$ cat config.mk
export PLATFORM = sky130hd
export DESIGN_NAME = sysio_regs
export DESIGN_NICKNAME = d
export VERILOG_FILES = /design/src/rtl/sysio_pkg.sv /design/src/rtl/sysio_decode.sv /design/src/rtl/sysio_portfwd.sv /design/src/rtl/sysio_secure.sv /design/src/rtl/sysio_regs.sv
export SDC_FILE = /design/constraint.sdc
export NUM_CORES = 1
export LEC_CHECK = 0
export CAP_MARGIN = 10
export CORE_UTILIZATION = 39
export DETAILED_ROUTE_END_ITERATION = 16
export GPL_TIMING_DRIVEN = 0
export PLACE_DENSITY = 0.95
export SYNTH_ARGS = -nofsm -noshare
export SYNTH_HDL_FRONTEND = slang
export SYNTH_SLANG_ARGS = --single-unit
$ cat constraint.sdc
create_clock -name clk -period 4.75 [get_ports clk]
set_clock_uncertainty 0.2 [all_clocks]
set_input_delay 1.425 -clock clk [delete_from_list [all_inputs] [get_ports clk]]
set_output_delay 1.425 -clock clk [all_outputs]
set_load 0.005 [all_outputs]
$ cat src/rtl/sysio_pkg.sv
package sysio_pkg;
  typedef enum logic [3:0] {
    SEL_NONE,
    SEL_STATUS,
    SEL_PDATA,
    SEL_PCTRL,
    SEL_GRANT,
    SEL_COPRST,
    SEL_KEY_HI,
    SEL_KEY_LO,
    SEL_BOOTSW
  } sel_e;
endpackage

$ cat src/rtl/sysio_decode.sv
module sysio_decode
  import sysio_pkg::*;
#(
  parameter int ADDR_W    = 16,
  parameter int NUM_PORTS = 3,
  parameter int IDX_W     = 2
) (
  input  logic [ADDR_W-1:0] addr,
  output sel_e              sel,
  output logic [IDX_W-1:0]  idx
);
  localparam int WA_W = ADDR_W - 1;
  localparam logic [WA_W-1:0] W_STATUS = '0;
  localparam int DATA_BASE = 1;
  localparam int CTRL_BASE = 4;
  localparam logic [WA_W-1:0] W_GRANT  = WA_W'(16'h1100 >> 1);
  localparam logic [WA_W-1:0] W_COPRST = WA_W'(16'h1200 >> 1);
  localparam logic [WA_W-1:0] W_KEY_HI = WA_W'(16'h4000 >> 1);
  localparam logic [WA_W-1:0] W_KEY_LO = WA_W'(16'h4002 >> 1);
  localparam logic [WA_W-1:0] W_BOOTSW = WA_W'(16'h4100 >> 1);

  logic [WA_W-1:0] w;
  assign w = addr[ADDR_W-1:1];

  logic [NUM_PORTS-1:0] hit_d, hit_c;
  for (genvar g = 0; g < NUM_PORTS; g++) begin : g_hit
    assign hit_d[g] = (w == WA_W'(DATA_BASE + g));
    assign hit_c[g] = (w == WA_W'(CTRL_BASE + g));
  end

  always_comb begin
    sel = SEL_NONE;
    idx = '0;
    for (int i = 0; i < NUM_PORTS; i++) begin
      if (hit_d[i] || hit_c[i]) idx = IDX_W'(i);
    end
    if (w == W_STATUS)      sel = SEL_STATUS;
    else if (|hit_d)        sel = SEL_PDATA;
    else if (|hit_c)        sel = SEL_PCTRL;
    else if (w == W_GRANT)  sel = SEL_GRANT;
    else if (w == W_COPRST) sel = SEL_COPRST;
    else if (w == W_KEY_HI) sel = SEL_KEY_HI;
    else if (w == W_KEY_LO) sel = SEL_KEY_LO;
    else if (w == W_BOOTSW) sel = SEL_BOOTSW;
  end
endmodule

$ cat src/rtl/sysio_portfwd.sv
module sysio_portfwd
  import sysio_pkg::*;
#(
  parameter int NUM_PORTS = 3,
  parameter int PORT_W    = 8,
  parameter int IDX_W     = 2
) (
  input  logic                 clk,
  input  logic                 rst,
  input  logic                 wr_en,
  input  sel_e                 sel,
  input  logic [IDX_W-1:0]     idx,
  input  logic [PORT_W-1:0]    wbyte,
  output logic [NUM_PORTS-1:0] port_data_we,
  output logic [NUM_PORTS-1:0] port_ctrl_we,
  output logic [PORT_W-1:0]    port_wdata
);
  logic [NUM_PORTS-1:0] nxt_d, nxt_c;
  for (genvar g = 0; g < NUM_PORTS; g++) begin : g_strobe
    assign nxt_d[g] = wr_en && (sel == SEL_PDATA) && (idx == IDX_W'(g));
    assign nxt_c[g] = wr_en && (sel == SEL_PCTRL) && (idx == IDX_W'(g));
  end

  always_ff @(posedge clk) begin
    if (rst) begin
      port_data_we <= '0;
      port_ctrl_we <= '0;
      port_wdata   <= '0;
    end else begin
      port_data_we <= nxt_d;
      port_ctrl_we <= nxt_c;
      if (wr_en) port_wdata <= wbyte;
    end
  end

  // a port write is forwarded in the next cycle
  a_r5_data_fwd: assert property (@(posedge clk) disable iff (rst)
    (wr_en && sel == SEL_PDATA) |=> (|port_data_we && port_wdata == $past(wbyte)));
  a_r5_ctrl_fwd: assert property (@(posedge clk) disable iff (rst)
    (wr_en && sel == SEL_PCTRL) |=> (|port_ctrl_we && port_wdata == $past(wbyte)));
  // no write, no strobe
  a_r12_quiet: assert property (@(posedge clk) disable iff (rst)
    !wr_en |=> (port_data_we == '0 && port_ctrl_we == '0));
endmodule

$ cat src/rtl/sysio_secure.sv
module sysio_secure
  import sysio_pkg::*;
#(
  parameter int          DATA_W   = 16,
  parameter int          CTRL_BIT = 8,
  parameter logic [15:0] KEY_HI   = 16'h5345,
  parameter logic [15:0] KEY_LO   = 16'h4741
) (
  input  logic              clk,
  input  logic              rst,
  input  logic              wr_en,
  input  sel_e              sel,
  input  logic [DATA_W-1:0] wdata,
  output logic              cop_busreq,
  output logic              cop_enable,
  output logic              rom_enable,
  output logic              video_unlocked
);
  logic key_hi_ok, key_lo_ok;

  always_ff @(posedge clk) begin
    if (rst) begin
      cop_busreq <= 1'b0;
      cop_enable <= 1'b0;
      rom_enable <= 1'b0;
      key_hi_ok  <= 1'b0;
      key_lo_ok  <= 1'b0;
    end else if (wr_en) begin
      case (sel)
        SEL_GRANT:  cop_busreq <= wdata[CTRL_BIT];
        SEL_COPRST: cop_enable <= wdata[CTRL_BIT];
        SEL_BOOTSW: rom_enable <= wdata[CTRL_BIT];
        SEL_KEY_HI: key_hi_ok  <= (wdata == DATA_W'(KEY_HI));
        SEL_KEY_LO: key_lo_ok  <= (wdata == DATA_W'(KEY_LO));
        default: ;
      endcase
    end
  end

  assign video_unlocked = key_hi_ok & key_lo_ok;

  // bus request follows the written control bit
  a_r7_busreq: assert property (@(posedge clk) disable iff (rst)
    (wr_en && sel == SEL_GRANT) |=> (cop_busreq == $past(wdata[CTRL_BIT])));
  // any mismatching key half locks
  a_r8_mismatch_locks: assert property (@(posedge clk) disable iff (rst)
    (wr_en && ((sel == SEL_KEY_HI && wdata != DATA_W'(KEY_HI)) ||
               (sel == SEL_KEY_LO && wdata != DATA_W'(KEY_LO)))) |=> !video_unlocked);
  // rom select only moves on its own write
  a_r9_rom_hold: assert property (@(posedge clk) disable iff (rst)
    !(wr_en && sel == SEL_BOOTSW) |=> $stable(rom_enable));
endmodule

$ cat src/rtl/sysio_regs.sv
module sysio_regs
  import sysio_pkg::*;
#(
  parameter int ADDR_W    = 16,
  parameter int DATA_W    = 16,
  parameter int NUM_PORTS = 3,
  parameter int PORT_W    = 8,
  parameter int VER_W     = 4,
  parameter int CTRL_BIT  = 8
) (
  input  logic                        clk,
  input  logic                        rst,
  input  logic                        req_valid,
  input  logic                        req_write,
  input  logic [ADDR_W-1:0]           req_addr,
  input  logic [DATA_W-1:0]           req_wdata,
  output logic                        rd_valid,
  output logic [DATA_W-1:0]           rd_data,
  input  logic                        strap_export,
  input  logic                        strap_pal,
  input  logic                        strap_no_exp,
  input  logic [VER_W-1:0]            strap_version,
  input  logic [NUM_PORTS*PORT_W-1:0] port_data_in,
  input  logic [NUM_PORTS*PORT_W-1:0] port_ctrl_in,
  output logic [NUM_PORTS-1:0]        port_data_we,
  output logic [NUM_PORTS-1:0]        port_ctrl_we,
  output logic [PORT_W-1:0]           port_wdata,
  input  logic                        cop_grant,
  output logic                        cop_busreq,
  output logic                        cop_enable,
  output logic                        rom_enable,
  output logic                        video_unlocked
);
  localparam int IDX_W = (NUM_PORTS > 1) ? $clog2(NUM_PORTS) : 1;

  sel_e             sel;
  logic [IDX_W-1:0] idx;
  logic             wr_en, rd_en;
  logic [DATA_W-1:0] rd_next;
  logic [7:0]       status_byte;

  assign wr_en = req_valid &  req_write;
  assign rd_en = req_valid & ~req_write;

  sysio_decode #(.ADDR_W(ADDR_W), .NUM_PORTS(NUM_PORTS), .IDX_W(IDX_W)) u_dec (
    .addr(req_addr), .sel(sel), .idx(idx)
  );

  sysio_portfwd #(.NUM_PORTS(NUM_PORTS), .PORT_W(PORT_W), .IDX_W(IDX_W)) u_fwd (
    .clk(clk), .rst(rst), .wr_en(wr_en), .sel(sel), .idx(idx),
    .wbyte(req_wdata[PORT_W-1:0]),
    .port_data_we(port_data_we), .port_ctrl_we(port_ctrl_we), .port_wdata(port_wdata)
  );

  sysio_secure #(.DATA_W(DATA_W), .CTRL_BIT(CTRL_BIT)) u_sec (
    .clk(clk), .rst(rst), .wr_en(wr_en), .sel(sel), .wdata(req_wdata),
    .cop_busreq(cop_busreq), .cop_enable(cop_enable),
    .rom_enable(rom_enable), .video_unlocked(video_unlocked)
  );

  always_comb begin
    status_byte = '0;
    status_byte[VER_W-1:0] = strap_version;
    status_byte[7] = strap_export;
    status_byte[6] = strap_pal;
    status_byte[5] = strap_no_exp;
  end

  always_comb begin
    rd_next = '0;
    case (sel)
      SEL_STATUS: rd_next = DATA_W'(status_byte);
      SEL_PDATA:  rd_next = DATA_W'(port_data_in[idx*PORT_W +: PORT_W]);
      SEL_PCTRL:  rd_next = DATA_W'(port_ctrl_in[idx*PORT_W +: PORT_W]);
      SEL_GRANT:  rd_next[CTRL_BIT] = ~cop_grant;
      default:    rd_next = '0;
    endcase
  end

  always_ff @(posedge clk) begin
    if (rst) begin
      rd_valid <= 1'b0;
      rd_data  <= '0;
    end else begin
      rd_valid <= rd_en;
      if (rd_en) rd_data <= rd_next;
    end
  end

  // read data is valid one cycle after the request
  a_r2_rd_valid: assert property (@(posedge clk) disable iff (rst)
    rd_en |=> rd_valid);
  // no read request, no read valid
  a_r12_no_rd: assert property (@(posedge clk) disable iff (rst)
    !rd_en |=> !rd_valid);
  // grant status read returns inverted grant in the control bit
  a_r6_grant_read: assert property (@(posedge clk) disable iff (rst)
    (rd_en && sel == SEL_GRANT) |=> (rd_data[CTRL_BIT] == !$past(cop_grant)));
endmodule

==> results_dict.tcl <==
set metrics [dict create \
    via_per_inst 5.27 \
    async_flop_share_pct 0 \
    io_pins 127 \
    drc 0 \
    via_count 2354 \
    peakVddDrop_mv 0.102 \
    setup_viol_count_final 0 \
    ant_nets 0 \
    cp_max_fo 8 \
    cpLargestDelayFamily "simple AND/OR/NAND/NOR gates" \
    synth_top_family_by_area "simple AND/OR/NAND/NOR gates" \
    synth_area_leaders "dfxtp_1 30%, nand2_1 9.4%, nor2_1 5.7%, a21oi_1 4.3%, a311oi_2 3.8%" \
    hpwl_mm 5.33 \
    cts_tree "yes" \
    htreeDepth 2 \
    clk_pin_slew_ns 0.06 \
    root_buffer "clkbuf_8" \
    dp_slack_ns 0.855 \
    avgSynthCellArea_um2 7.82 \
    synth_top_area_share_pct 29.6 \
    cts-hold-fix-buffers 0 \
    cp_data_arrival_time_ns 3.59 \
    num_rows 25 \
    die_area_um2 5320 \
    start_kind "input port" \
    wire_per_inst_um 14.8 \
    start_util_pct 41.0 \
    worst_slew_pin_slew_ns 0.658 \
    hp-class "reg -> reg" \
    layout_min_cycle_time_ns 3.65 \
    clock_sinks 29 \
    fin_crit_sh_pct 76.8 \
    ys_seq_area_share_pct 29.6 \
    insertion_delay_ns 0.28 \
    ys.flop_type "dfxtp_1" \
    yosysTopAreaCell "dfxtp_1" \
    synth.area.mux_share_pct 6.12 \
    synthesis.area_um2 1960 \
    synth_cell_types 52 \
    core_area_um2 4790 \
    critPathKind "in -> reg" \
    synth-xor-area-share_pct 2.23 \
    clock.fmax_mhz 274 \
    diodes 0 \
    leakage_uw 0.00121 \
    portBuffers 115 \
    yosys-top-cells-count "49 x nand2_1, 30 x nor2_1, 29 x dfxtp_1, 17 x a21oi_1, 8 x buf_4" \
    setup_tns_ns 0 \
    worst_slack_ns 1.10 \
    area_growth_pct 69.2 \
    yosys.area_share.simple_pct 33.9 \
    cts_setup_buffers 0 \
    cp.required_ns 4.69 \
    synth_warnings 0 \
    outcome "completed" \
    slew_viol_final 0 \
    rsz0062_at_grt "no" \
    grt.total_usage_pct 25.9 \
    cp_slowest_stage_delay_ns 0.42 \
    cp-end-kind "register" \
    synth_fa_ha_area_share_pct 0 \
    finalHoldViolCount 0 \
    grt_pass1_vias 2262 \
    antenna_found_initial 0 \
    cpMaxStageDelayCell "clkdlybuf4s50_1" \
    relSlewSlack_pct 56.1 \
    grt_max_degree 11 \
    path_buf_inv 2 \
    totalWireLength_mm 6.63 \
    holdWs_ns 0.256 \
    die_w_um 73.0 \
    drt-initial-drc-count 142 \
    cellPowerDensity_nw_per_um2 190 \
    place_congestion 0.876 \
    grt_overflow_total 0 \
    maxCapViolations 0 \
    post_cts_resized 0 \
    n_fill_cell 375 \
    synth_enable_flop_cells 0 \
    synth-seq-cells 29 \
    firstDrtPassIters 4 \
    grt_pass1_wl_mm 10.5 \
    die_y_um 73.0 \
    path_cells "clkdlybuf4s50_1 -> nor3_1 -> nand4_1 -> nor2b_1 -> buf_4 -> mux2_2 -> o211ai_1 -> o21ai_1" \
    clockBufferDepth 2 \
    yosysMostFrequentCell "nand2_1" \
    nNetsFinal 471 \
    synth_compound_area_share_pct 21.4 \
    synth_cells 251 \
    drive_gt1_share_pct 12.6 \
    cts-buffers-inserted 5 \
]
==> power breakdown <==
| part | internal (uW) | switching [uW] |
|---|---|---|
| combinational | 98.7 | 56.9 |
| sequential | 250 | 3.10 |
| clock | 131 | 93.4 |
| total | 479 | 153 |
==> worst register-to-register path, stage by stage, from the launching register on <==
cell      delay [ns]
dfxtp_1         0.36
nor2_1          0.06
nor2_1          0.10
o211ai_1        0.10
a21o_1          0.17
o22ai_1         0.12
==> final timing paths <==
| path | from | endpoint | slack [ns] | cells after the start |
|---|---|---|---|---|
| max | req_addr[6] | rd_data[4] | 1.10 | 8 |
| min | u_fwd.port_wdata[5] | u_fwd.port_wdata[5] | 0.26 | 2 |
| max reg2reg | rd_data[6] | rd_data[6] | 3.57 | 5 |
| min reg2reg | u_fwd.port_wdata[5] | u_fwd.port_wdata[5] | 0.26 | 2 |
==> registers in the layout, summed over array words and instances (netlist names) <==
| signal | cells |
|---|---|
| rd_data | 9 |
| u_fwd.port_wdata | 8 |
| u_fwd.port_ctrl_we | 3 |
| u_fwd.port_data_we | 3 |
| rd_valid | 1 |
| u_sec.cop_busreq | 1 |
| u_sec.cop_enable | 1 |
| u_sec.key_hi_ok | 1 |
| u_sec.key_lo_ok | 1 |
| u_sec.rom_enable | 1 |
==> cell usage in the layout, fill, tap and decap left out, types with 3 or more instances in the layout <==
cell type,n
xor2_1,3
clkbuf_1,7
clkbuf_8,7
clkdlybuf4s50_1,115
a21o_1,6
a311oi_2,5
o211ai_1,3
nand3_1,7
nor2b_1,4
nor3_1,7
mux2i_1,6
nor2_1,30
dfxtp_1,29
nand2_1,49
nor4_1,3
a21oi_1,17
buf_4,8
nand2b_1,6
a221oi_1,5
nand4_1,4
a21oi_2,5
conb_1,7
or3_4,3
==> routing by layer <==
metal	vias up	GRT usage (%)	share of wire [%]
met5	-	0	0
met4	0	9.15	1.9
met3	12	4.28	6.0
met2	103	46.3	52
met1	1104	31.1	40
li1	1135	-	-
==> stage by stage <==
step / utilization [%] / cell area [um2] / cells / power [uW]
6_report: 69.4 / 3320 / 447 / 632
3_3_place_gp: 67.3 / 3220 / 439 / 407
5_1_grt: 69.4 / 3320 / 447 / 655
2_1_floorplan: - / 1990 / 257 / 311
4_1_cts: 69.4 / 3320 / 447 / 632
3_5_place_dp: 67.3 / 3220 / 439 / 412
==> final cells by class <==
class	instances	area (um2)	area share, %
sequential	29	581	17.5
inverter	2	7.51	0.226
buffer	20	123	3.69
clock buffer	7	96.3	2.90
timing repair buffer	115	1150	34.7
tap	67	83.8	2.52
clock inverter	1	5.00	0.151
multi-input combinational	206	1270	38.4
==> cell families after synthesis <==
| family | Yosys count |
|---|---|
| AND/OR/NAND/NOR | 131 |
| AO/OA/AOI/OAI | 53 |
| flip-flops | 29 |
| buffers and inverters | 22 |
| multiplexers | 10 |
| XOR/XNOR | 5 |
| other | 1 |
Power figures use the tool's default switching activity.
